File: src/rtl/radio_cmd_pkg.sv
// Shared constants for the radio capture command register unit.
// Assumes slot offsets fit in 7 bits (0x80-byte channel slots).
package radio_cmd_pkg;
    localparam int unsigned OFF_CMD     = 'h14;
    localparam int unsigned OFF_CNT_LO  = 'h18;
    localparam int unsigned OFF_CNT_HI  = 'h1C;
    localparam int unsigned OFF_PKT     = 'h28;
    localparam int unsigned OFF_SCR_ALT = 'h3C;
    localparam int unsigned OFF_SCRATCH = 'h40;
    localparam int unsigned OFF_WIDTH   = 'h04;

    localparam int unsigned CODE_STOP   = 0;
    localparam int unsigned CODE_FINITE = 1;
    localparam int unsigned CODE_CONT   = 2;
endpackage

File: src/rtl/radio_slot_decode.sv
// Splits a byte address into window hit, channel slot and slot offset.
// Assumes BASE_ADDR is aligned to SLOT_BYTES and SLOT_BYTES is a power of two.
module radio_slot_decode #(
    parameter int ADDR_W     = 20,
    parameter int BASE_ADDR  = 'h1000,
    parameter int SLOT_BYTES = 128,
    parameter int NUM_SLOTS  = 2,
    localparam int OFF_W     = $clog2(SLOT_BYTES),
    localparam int CHAN_W    = (NUM_SLOTS > 1) ? $clog2(NUM_SLOTS) : 1
) (
    input  logic [ADDR_W-1:0] addr,
    output logic              hit,
    output logic [CHAN_W-1:0] chan,
    output logic [OFF_W-1:0]  off
);
    logic [ADDR_W-1:0] rel;

    // Relative address, window test and field split.
    always_comb begin
        rel  = addr - ADDR_W'(BASE_ADDR);
        hit  = (addr >= ADDR_W'(BASE_ADDR)) &&
               (rel < ADDR_W'(NUM_SLOTS * SLOT_BYTES));
        off  = rel[OFF_W-1:0];
        chan = rel[OFF_W +: CHAN_W];
    end
endmodule

File: src/rtl/radio_stream_cfg.sv
// Stages channel-0 stream settings and decodes command writes into
// start/stop pulses with launched settings. Assumes wr_stb is already
// qualified to channel 0 of the radio window.
module radio_stream_cfg
    import radio_cmd_pkg::*;
#(
    parameter int DATA_W = 32,
    parameter int OFF_W  = 7,
    localparam int CNT_W = 2 * DATA_W,
    localparam int CODE_W = DATA_W - 1
) (
    input  logic              clk,
    input  logic              rst_n,
    input  logic              wr_stb,
    input  logic [OFF_W-1:0]  wr_off,
    input  logic [DATA_W-1:0] wr_data,
    output logic              start_pulse,
    output logic              stop_pulse,
    output logic              cont_flag,
    output logic [CNT_W-1:0]  total_count,
    output logic [DATA_W-1:0] pkt_words,
    output logic              cmd_err,
    output logic              timed_warn
);
    logic [CNT_W-1:0]  stage_count;
    logic [DATA_W-1:0] stage_pkt;
    logic [CODE_W-1:0] code;

    // Command code with the timed flag dropped.
    always_comb code = wr_data[CODE_W-1:0];

    // Staging registers, command decode and launch.
    always_ff @(posedge clk) begin
        if (!rst_n) begin
            stage_count <= '0;
            stage_pkt   <= '0;
            start_pulse <= 1'b0;
            stop_pulse  <= 1'b0;
            cmd_err     <= 1'b0;
            timed_warn  <= 1'b0;
            cont_flag   <= 1'b1;
            total_count <= '0;
            pkt_words   <= '0;
        end else begin
            start_pulse <= 1'b0;
            stop_pulse  <= 1'b0;
            cmd_err     <= 1'b0;
            timed_warn  <= 1'b0;
            if (wr_stb) begin
                if (wr_off == OFF_W'(OFF_PKT)) begin
                    stage_pkt <= wr_data;
                end else if (wr_off == OFF_W'(OFF_CNT_LO)) begin
                    stage_count[DATA_W-1:0] <= wr_data;
                end else if (wr_off == OFF_W'(OFF_CNT_HI)) begin
                    stage_count[CNT_W-1:DATA_W] <= wr_data;
                end else if (wr_off == OFF_W'(OFF_CMD)) begin
                    timed_warn <= wr_data[DATA_W-1];
                    if (code == CODE_W'(CODE_STOP)) begin
                        stop_pulse <= 1'b1;
                    end else if (code == CODE_W'(CODE_FINITE) ||
                                 code == CODE_W'(CODE_CONT)) begin
                        start_pulse <= 1'b1;
                        cont_flag   <= (code == CODE_W'(CODE_CONT));
                        total_count <= stage_count;
                        pkt_words   <= stage_pkt;
                        stage_count <= '0;
                        stage_pkt   <= '0;
                    end else begin
                        cmd_err <= 1'b1;
                    end
                end
            end
        end
    end

    AST_START_STOP_EXCL: assert property (@(posedge clk) disable iff (!rst_n)
        !(start_pulse && stop_pulse));
    AST_ERR_NO_ACTION: assert property (@(posedge clk) disable iff (!rst_n)
        cmd_err |-> (!start_pulse && !stop_pulse));
    AST_START_FROM_WRITE: assert property (@(posedge clk) disable iff (!rst_n)
        start_pulse |-> $past(wr_stb));
    AST_LAUNCH_HELD: assert property (@(posedge clk) disable iff (!rst_n)
        !start_pulse |-> ($stable(total_count) && $stable(pkt_words) && $stable(cont_flag)));
    AST_STAGE_CLEARED: assert property (@(posedge clk) disable iff (!rst_n)
        start_pulse |-> (stage_count == '0 && stage_pkt == '0));
    AST_TIMED_WITH_CMD: assert property (@(posedge clk) disable iff (!rst_n)
        timed_warn |-> (start_pulse || stop_pulse || cmd_err));
endmodule

File: src/rtl/radio_cmd_regs.sv
// Radio capture command register unit. Decodes writes into the radio
// window, forwards channel-0 writes to the stream configuration, flags
// writes to other channels, holds a scratch word and serves reads.
// Assumes DATA_W >= 32 so the width word fits.
module radio_cmd_regs
    import radio_cmd_pkg::*;
#(
    parameter int ADDR_W            = 20,
    parameter int DATA_W            = 32,
    parameter int BASE_ADDR         = 'h1000,
    parameter int SLOT_BYTES        = 128,
    parameter int NUM_SLOTS         = 2,
    parameter int SAMPLES_PER_CYCLE = 1,
    parameter int SAMPLE_WIDTH      = 32
) (
    input  logic                  clk,
    input  logic                  rst_n,
    input  logic                  wr_en,
    input  logic [ADDR_W-1:0]     wr_addr,
    input  logic [DATA_W-1:0]     wr_data,
    input  logic [ADDR_W-1:0]     rd_addr,
    output logic [DATA_W-1:0]     rd_data,
    output logic                  start_pulse,
    output logic                  stop_pulse,
    output logic                  cont_flag,
    output logic [2*DATA_W-1:0]   total_count,
    output logic [DATA_W-1:0]     pkt_words,
    output logic                  cmd_err,
    output logic                  timed_warn,
    output logic                  chan_warn
);
    localparam int OFF_W  = $clog2(SLOT_BYTES);
    localparam int CHAN_W = (NUM_SLOTS > 1) ? $clog2(NUM_SLOTS) : 1;

    logic              w_hit, r_hit;
    logic [CHAN_W-1:0] w_chan, r_chan;
    logic [OFF_W-1:0]  w_off, r_off;
    logic              ch0_stb, scr_stb, other_stb;
    logic [DATA_W-1:0] scratch;

    radio_slot_decode #(.ADDR_W(ADDR_W), .BASE_ADDR(BASE_ADDR),
        .SLOT_BYTES(SLOT_BYTES), .NUM_SLOTS(NUM_SLOTS)) u_wdec (
        .addr(wr_addr), .hit(w_hit), .chan(w_chan), .off(w_off));

    radio_slot_decode #(.ADDR_W(ADDR_W), .BASE_ADDR(BASE_ADDR),
        .SLOT_BYTES(SLOT_BYTES), .NUM_SLOTS(NUM_SLOTS)) u_rdec (
        .addr(rd_addr), .hit(r_hit), .chan(r_chan), .off(r_off));

    // Classify the write: scratch, channel 0 or unsupported channel.
    always_comb begin
        scr_stb   = wr_en && w_hit && (w_off == OFF_W'(OFF_SCRATCH));
        ch0_stb   = wr_en && w_hit && !scr_stb && (w_chan == '0);
        other_stb = wr_en && w_hit && !scr_stb && (w_chan != '0);
    end

    // Scratch word and channel warning pulse.
    always_ff @(posedge clk) begin
        if (!rst_n) begin
            scratch   <= '0;
            chan_warn <= 1'b0;
        end else begin
            chan_warn <= other_stb;
            if (scr_stb) scratch <= wr_data;
        end
    end

    // Read mux: width word, scratch aliases, zero elsewhere.
    always_comb begin
        rd_data = '0;
        if (r_hit && r_chan == '0 && r_off == OFF_W'(OFF_WIDTH)) begin
            rd_data[15:0]  = 16'(SAMPLES_PER_CYCLE);
            rd_data[31:16] = 16'(SAMPLE_WIDTH);
        end else if (r_hit && (r_off == OFF_W'(OFF_SCRATCH) ||
                               r_off == OFF_W'(OFF_SCR_ALT))) begin
            rd_data = scratch;
        end
    end

    radio_stream_cfg #(.DATA_W(DATA_W), .OFF_W(OFF_W)) u_cfg (
        .clk(clk), .rst_n(rst_n), .wr_stb(ch0_stb), .wr_off(w_off),
        .wr_data(wr_data), .start_pulse(start_pulse), .stop_pulse(stop_pulse),
        .cont_flag(cont_flag), .total_count(total_count), .pkt_words(pkt_words),
        .cmd_err(cmd_err), .timed_warn(timed_warn));

    AST_CHAN_WARN_QUIET: assert property (@(posedge clk) disable iff (!rst_n)
        chan_warn |-> (!start_pulse && !stop_pulse && !cmd_err));
    AST_CHAN_WARN_FROM_WRITE: assert property (@(posedge clk) disable iff (!rst_n)
        chan_warn |-> $past(wr_en));
    AST_ONE_HOT_EVENT: assert property (@(posedge clk) disable iff (!rst_n)
        $onehot0({start_pulse, stop_pulse, cmd_err, chan_warn}));
endmodule

File: config.mk
export PLATFORM = sky130hd
export DESIGN_NAME = radio_cmd_regs
export DESIGN_NICKNAME = d
export VERILOG_FILES = /design/src/rtl/radio_cmd_pkg.sv /design/src/rtl/radio_slot_decode.sv /design/src/rtl/radio_stream_cfg.sv /design/src/rtl/radio_cmd_regs.sv
export SDC_FILE = /design/constraint.sdc
export NUM_CORES = 1
export LEC_CHECK = 0
export BUFFER_PORTS_ARGS = -buffer_cell sky130_fd_sc_hd__buf_2
export CAP_MARGIN = 20
export CORE_ASPECT_RATIO = 0.8
export CORE_MARGIN = 2
export CORE_UTILIZATION = 46
export DETAILED_ROUTE_END_ITERATION = 10
export HOLD_SLACK_MARGIN = 0.08
export PLACE_DENSITY = 0.7
export REMOVE_ABC_BUFFERS = 1
export SLEW_MARGIN = 20
export SYNTH_ARGS = -nofsm -noshare
export SYNTH_HDL_FRONTEND = slang
export SYNTH_HIERARCHICAL = 1
export SYNTH_SLANG_ARGS = --single-unit
File: constraint.sdc
create_clock -name clk -period 3.09 [get_ports clk]
set_input_delay 0 -clock clk [delete_from_list [all_inputs] [get_ports clk]]
set_output_delay 0 -clock clk [all_outputs]
set_load 0.03 [all_outputs]
==> flow_metrics.py <==
metrics = {
    "status": {
        "status": "finished, final reports clean",
    },
    "synthesis": {
        "ys_seq_elements": 230,
        "avgSynthCellArea_um2": 8.626,
        "post-synth-top-count-cell": "nand2_1",
        "synth_edf_count": 0,
        "async_flop_share_pct": 0,
        "yosysWarnings": 6,
        "yosys-top-cells-area": "dfxtp_1 (53%), nand2_1 (11%), o21ai_0 (4.0%)",
        "synth_area_leader_cell": "dfxtp_1",
        "synth_cell_types": 45,
        "synth-seq-area-share_pct": 52.80,
        "yosysTopAreaCellShare_pct": 52.80,
        "syn_inst": 1011,
        "syn_area_um2": 8721,
        "synth_ff_type": "dfxtp_1",
        "yosys-top-cells-count": "nand2_1 (258), dfxtp_1 (230), o21ai_0 (69)",
    },
    "placed_design": {
        "gp_congestion": 0.8004,
        "port_buffers": 208,
        "dpl.hpwl_um": 14910,
    },
    "die": {
        "dieWidth_um": 157.9,
        "core_um2": 18810,
        "num_rows": 45,
        "start_util_pct": 46.37,
        "die_y_um": 127.2,
        "die_area_um2": 20080,
        "io_pins": 209,
    },
    "sta": {
        "whs_ns": 0.2071,
        "tns_ns": 0,
        "hold_viol_final": 0,
        "maxSlewViolCount": 0,
        "setup_viol": 0,
        "skew_ns": 0.01247,
        "max_clock_freq_mhz": 340.2,
        "min_period_ns": 2.939,
        "post-route-period-util_pct": 95.12,
        "worst_slew_pin_slew_ns": 0.8206,
        "slew_headroom_pct": 45.30,
        "rsz0062_at_grt": "false",
    },
    "worst_setup_path": {
        "r2r_slack_ns": 1.91,
        "worst-setup-path-type": "in2reg",
        "critPathLaunchType": "primary input",
        "r2r_start": "u_cfg/stage_count[27]$_SDFFE_PN0P_",
        "required_ns": 3.48,
        "worstReg2RegEnd": "u_cfg/stage_count[27]$_SDFFE_PN0P_",
        "cp.arrival_ns": 3.33,
        "critPathMaxFanout": 18,
        "worstRegToRegCells": 3,
        "cp-end-kind": "flip-flop",
    },
    "clock_tree": {
        "clock_path_buffers": 3,
        "post-cts-setup-buffers": 0,
        "cts.sinks": 230,
        "clock-root-buffer": "clkbuf_16",
        "insertion_delay_ns": 0.50,
        "cts_tree": "built",
        "numCtsBuffers": 23,
        "htreeDepth": 1,
        "clk_pin_slew_worst_paths_ns": 0.06,
        "cts_resized": 0,
    },
    "grt": {
        "grt_pass1_vias": 7364,
        "antenna_found_initial": 0,
        "grt_pass1_wl_um": 38090,
        "overflow": 0,
        "grt_usage_pct": 23.54,
        "grt_max_degree": 119,
    },
    "drt": {
        "initialDrtViolationCount": 500,
        "drc": 0,
        "drt_wl_total_um": 24170,
        "wl_per_cell_um": 16.32,
        "num_vias": 7836,
        "drt_first_pass_iters": 5,
        "avgViaCountPerCell": 5.291,
        "antenna_left": 0,
    },
    "worst_hold_path": {
        "hold_path_class": "in2reg",
        "holdPathStages": 7,
        "min_from": "wr_addr[6]",
        "whs_endpoint": "u_cfg/cont_flag$_SDFFE_PN1P_",
    },
    "pwr": {
        "combPwrFrac_pct": 4.0,
        "intPower_uw": 4525,
        "power_switching_uw": 1228,
        "power.density_nw_per_um2": 525.7,
        "swShare_pct": 21.35,
        "p_total_uw": 5753,
        "seqPwrFrac_pct": 51.5,
        "ir_drop_mv": 0.3551,
        "p_leak_uw": 0.004500,
        "p_clk_share_pct": 44.5,
    },
    "final_layout": {
        "fin_util_pct": 58.19,
        "multi_input_area_um2": 3676,
        "nNetsFinal": 1286,
        "layout-drive-gt1-share_pct": 22.24,
        "antenna-diode-count": 0,
        "regArea_um2": 4604,
        "fillers": 1732,
        "synthToLayoutAreaGrowth_pct": 25.48,
    },
    "flow_run": {
        "maxCapViolations": 0,
    },
}
-- state kept, by name, summed over array words and instances (netlist names) --
signal             cells
u_cfg/stage_pkt       32
u_cfg/start_pulse      1
u_cfg/cont_flag        1
scratch               32
u_cfg/cmd_err          1
u_cfg/stage_count     64
u_cfg/stop_pulse       1
u_cfg/total_count     64
chan_warn              1
u_cfg/pkt_words       32
u_cfg/timed_warn       1
-- critical path, cell delays in order --
cell           delay (ns)
dlygate4sd3_1        0.55
buf_2                0.14
nor4_1               0.37
dlygate4sd3_1        0.62
nand2_1              0.09
or4_1                0.46
a21oi_4              0.15
buf_4                0.25
o21ai_0              0.12
dlygate4sd3_1        0.57
-- power by group through the flow --
stage | logic (uW) | registers, uW | clock network (uW)
after global routing | 248 | 2960 | 2740
final | 227 | 2960 | 2560
after detailed placement | 188 | 3030 | 0
after global placement | 186 | 3030 | 0
after CTS | 225 | 2960 | 2620
after floorplan | 35.5 | 3030 | 0
-- final cells by class --
type,instances,area share (%)
sequential,230,42.08
multi-input combinational,680,33.59
timing repair buffer,273,15.14
clock buffer,33,5.694
tap,258,2.950
clock inverter,4,0.4459
inverter,3,0.1029
-- routing by layer --
layer | track usage, % | wire length (um) | share of wire (%) | vias to the layer above
met5 | 0 | 0 | 0 | -
met4 | 6.200 | 517 | 2.1 | 0
met3 | 4.715 | 1611 | 6.7 | 43
met2 | 37.98 | 10690 | 44 | 245
met1 | 32.40 | 11350 | 47 | 3692
li1 | - | - | - | 3856
-- kinds of logic (layout without fill, tap and decap cells) --
family                 Yosys count  after routing  synth area share, %
AO/OA/AOI/OAI                  201            201                14.39
XOR/XNOR                         1              1               0.1004
buffers and inverters          101            313                5.624
flip-flops                     230            230                52.80
multiplexers                    32             32                3.673
AND/OR/NAND/NOR                446            446                23.41
-- what timing repair did --
action	4_1_cts	5_1_grt
hold endpoints to repair	148	0
setup endpoints to repair	0	0
hold buffers	41	0
-- worst max path at each step --
stage | startpoint | end | cells after the start
floorplan | wr_addr[13] | u_cfg/stage_count[33]$_SDFFE_PN0P_ | 7
global placement | wr_data[30] | u_cfg/stage_count[49]$_SDFFE_PN0P_ | 7
detailed placement | wr_data[30] | u_cfg/stage_count[48]$_SDFFE_PN0P_ | 7
CTS | wr_addr[1] | u_cfg/stage_count[27]$_SDFFE_PN0P_ | 10
global route | wr_addr[0] | u_cfg/stage_count[27]$_SDFFE_PN0P_ | 10
finish | wr_addr[0] | u_cfg/stage_count[27]$_SDFFE_PN0P_ | 10
-- metrics by stage --
stage               worst slack (ns)  cell area (um^2)  std cells
floorplan                     -1.433              8242        913
global placement              0.4161              9857       1403
detailed placement            0.4123              9857       1403
CTS                           0.1897             10940       1481
global route                0.004433             10940       1481
finish                        0.1506             10940       1481
-- cells in the final DEF (no fill, tap or decap), types with 32 or more instances in the layout --
cell type,synthesis,routed
a21oi_1,65,64
nor3b_1,33,33
mux2i_1,32,32
o21ai_0,69,69
a32o_1,32,32
dfxtp_1,230,230
dlygate4sd3_1,0,41
nand3_1,64,64
buf_2,8,207
nor2_1,48,46
nand2_1,258,258
Power figures use the tool's default switching activity.
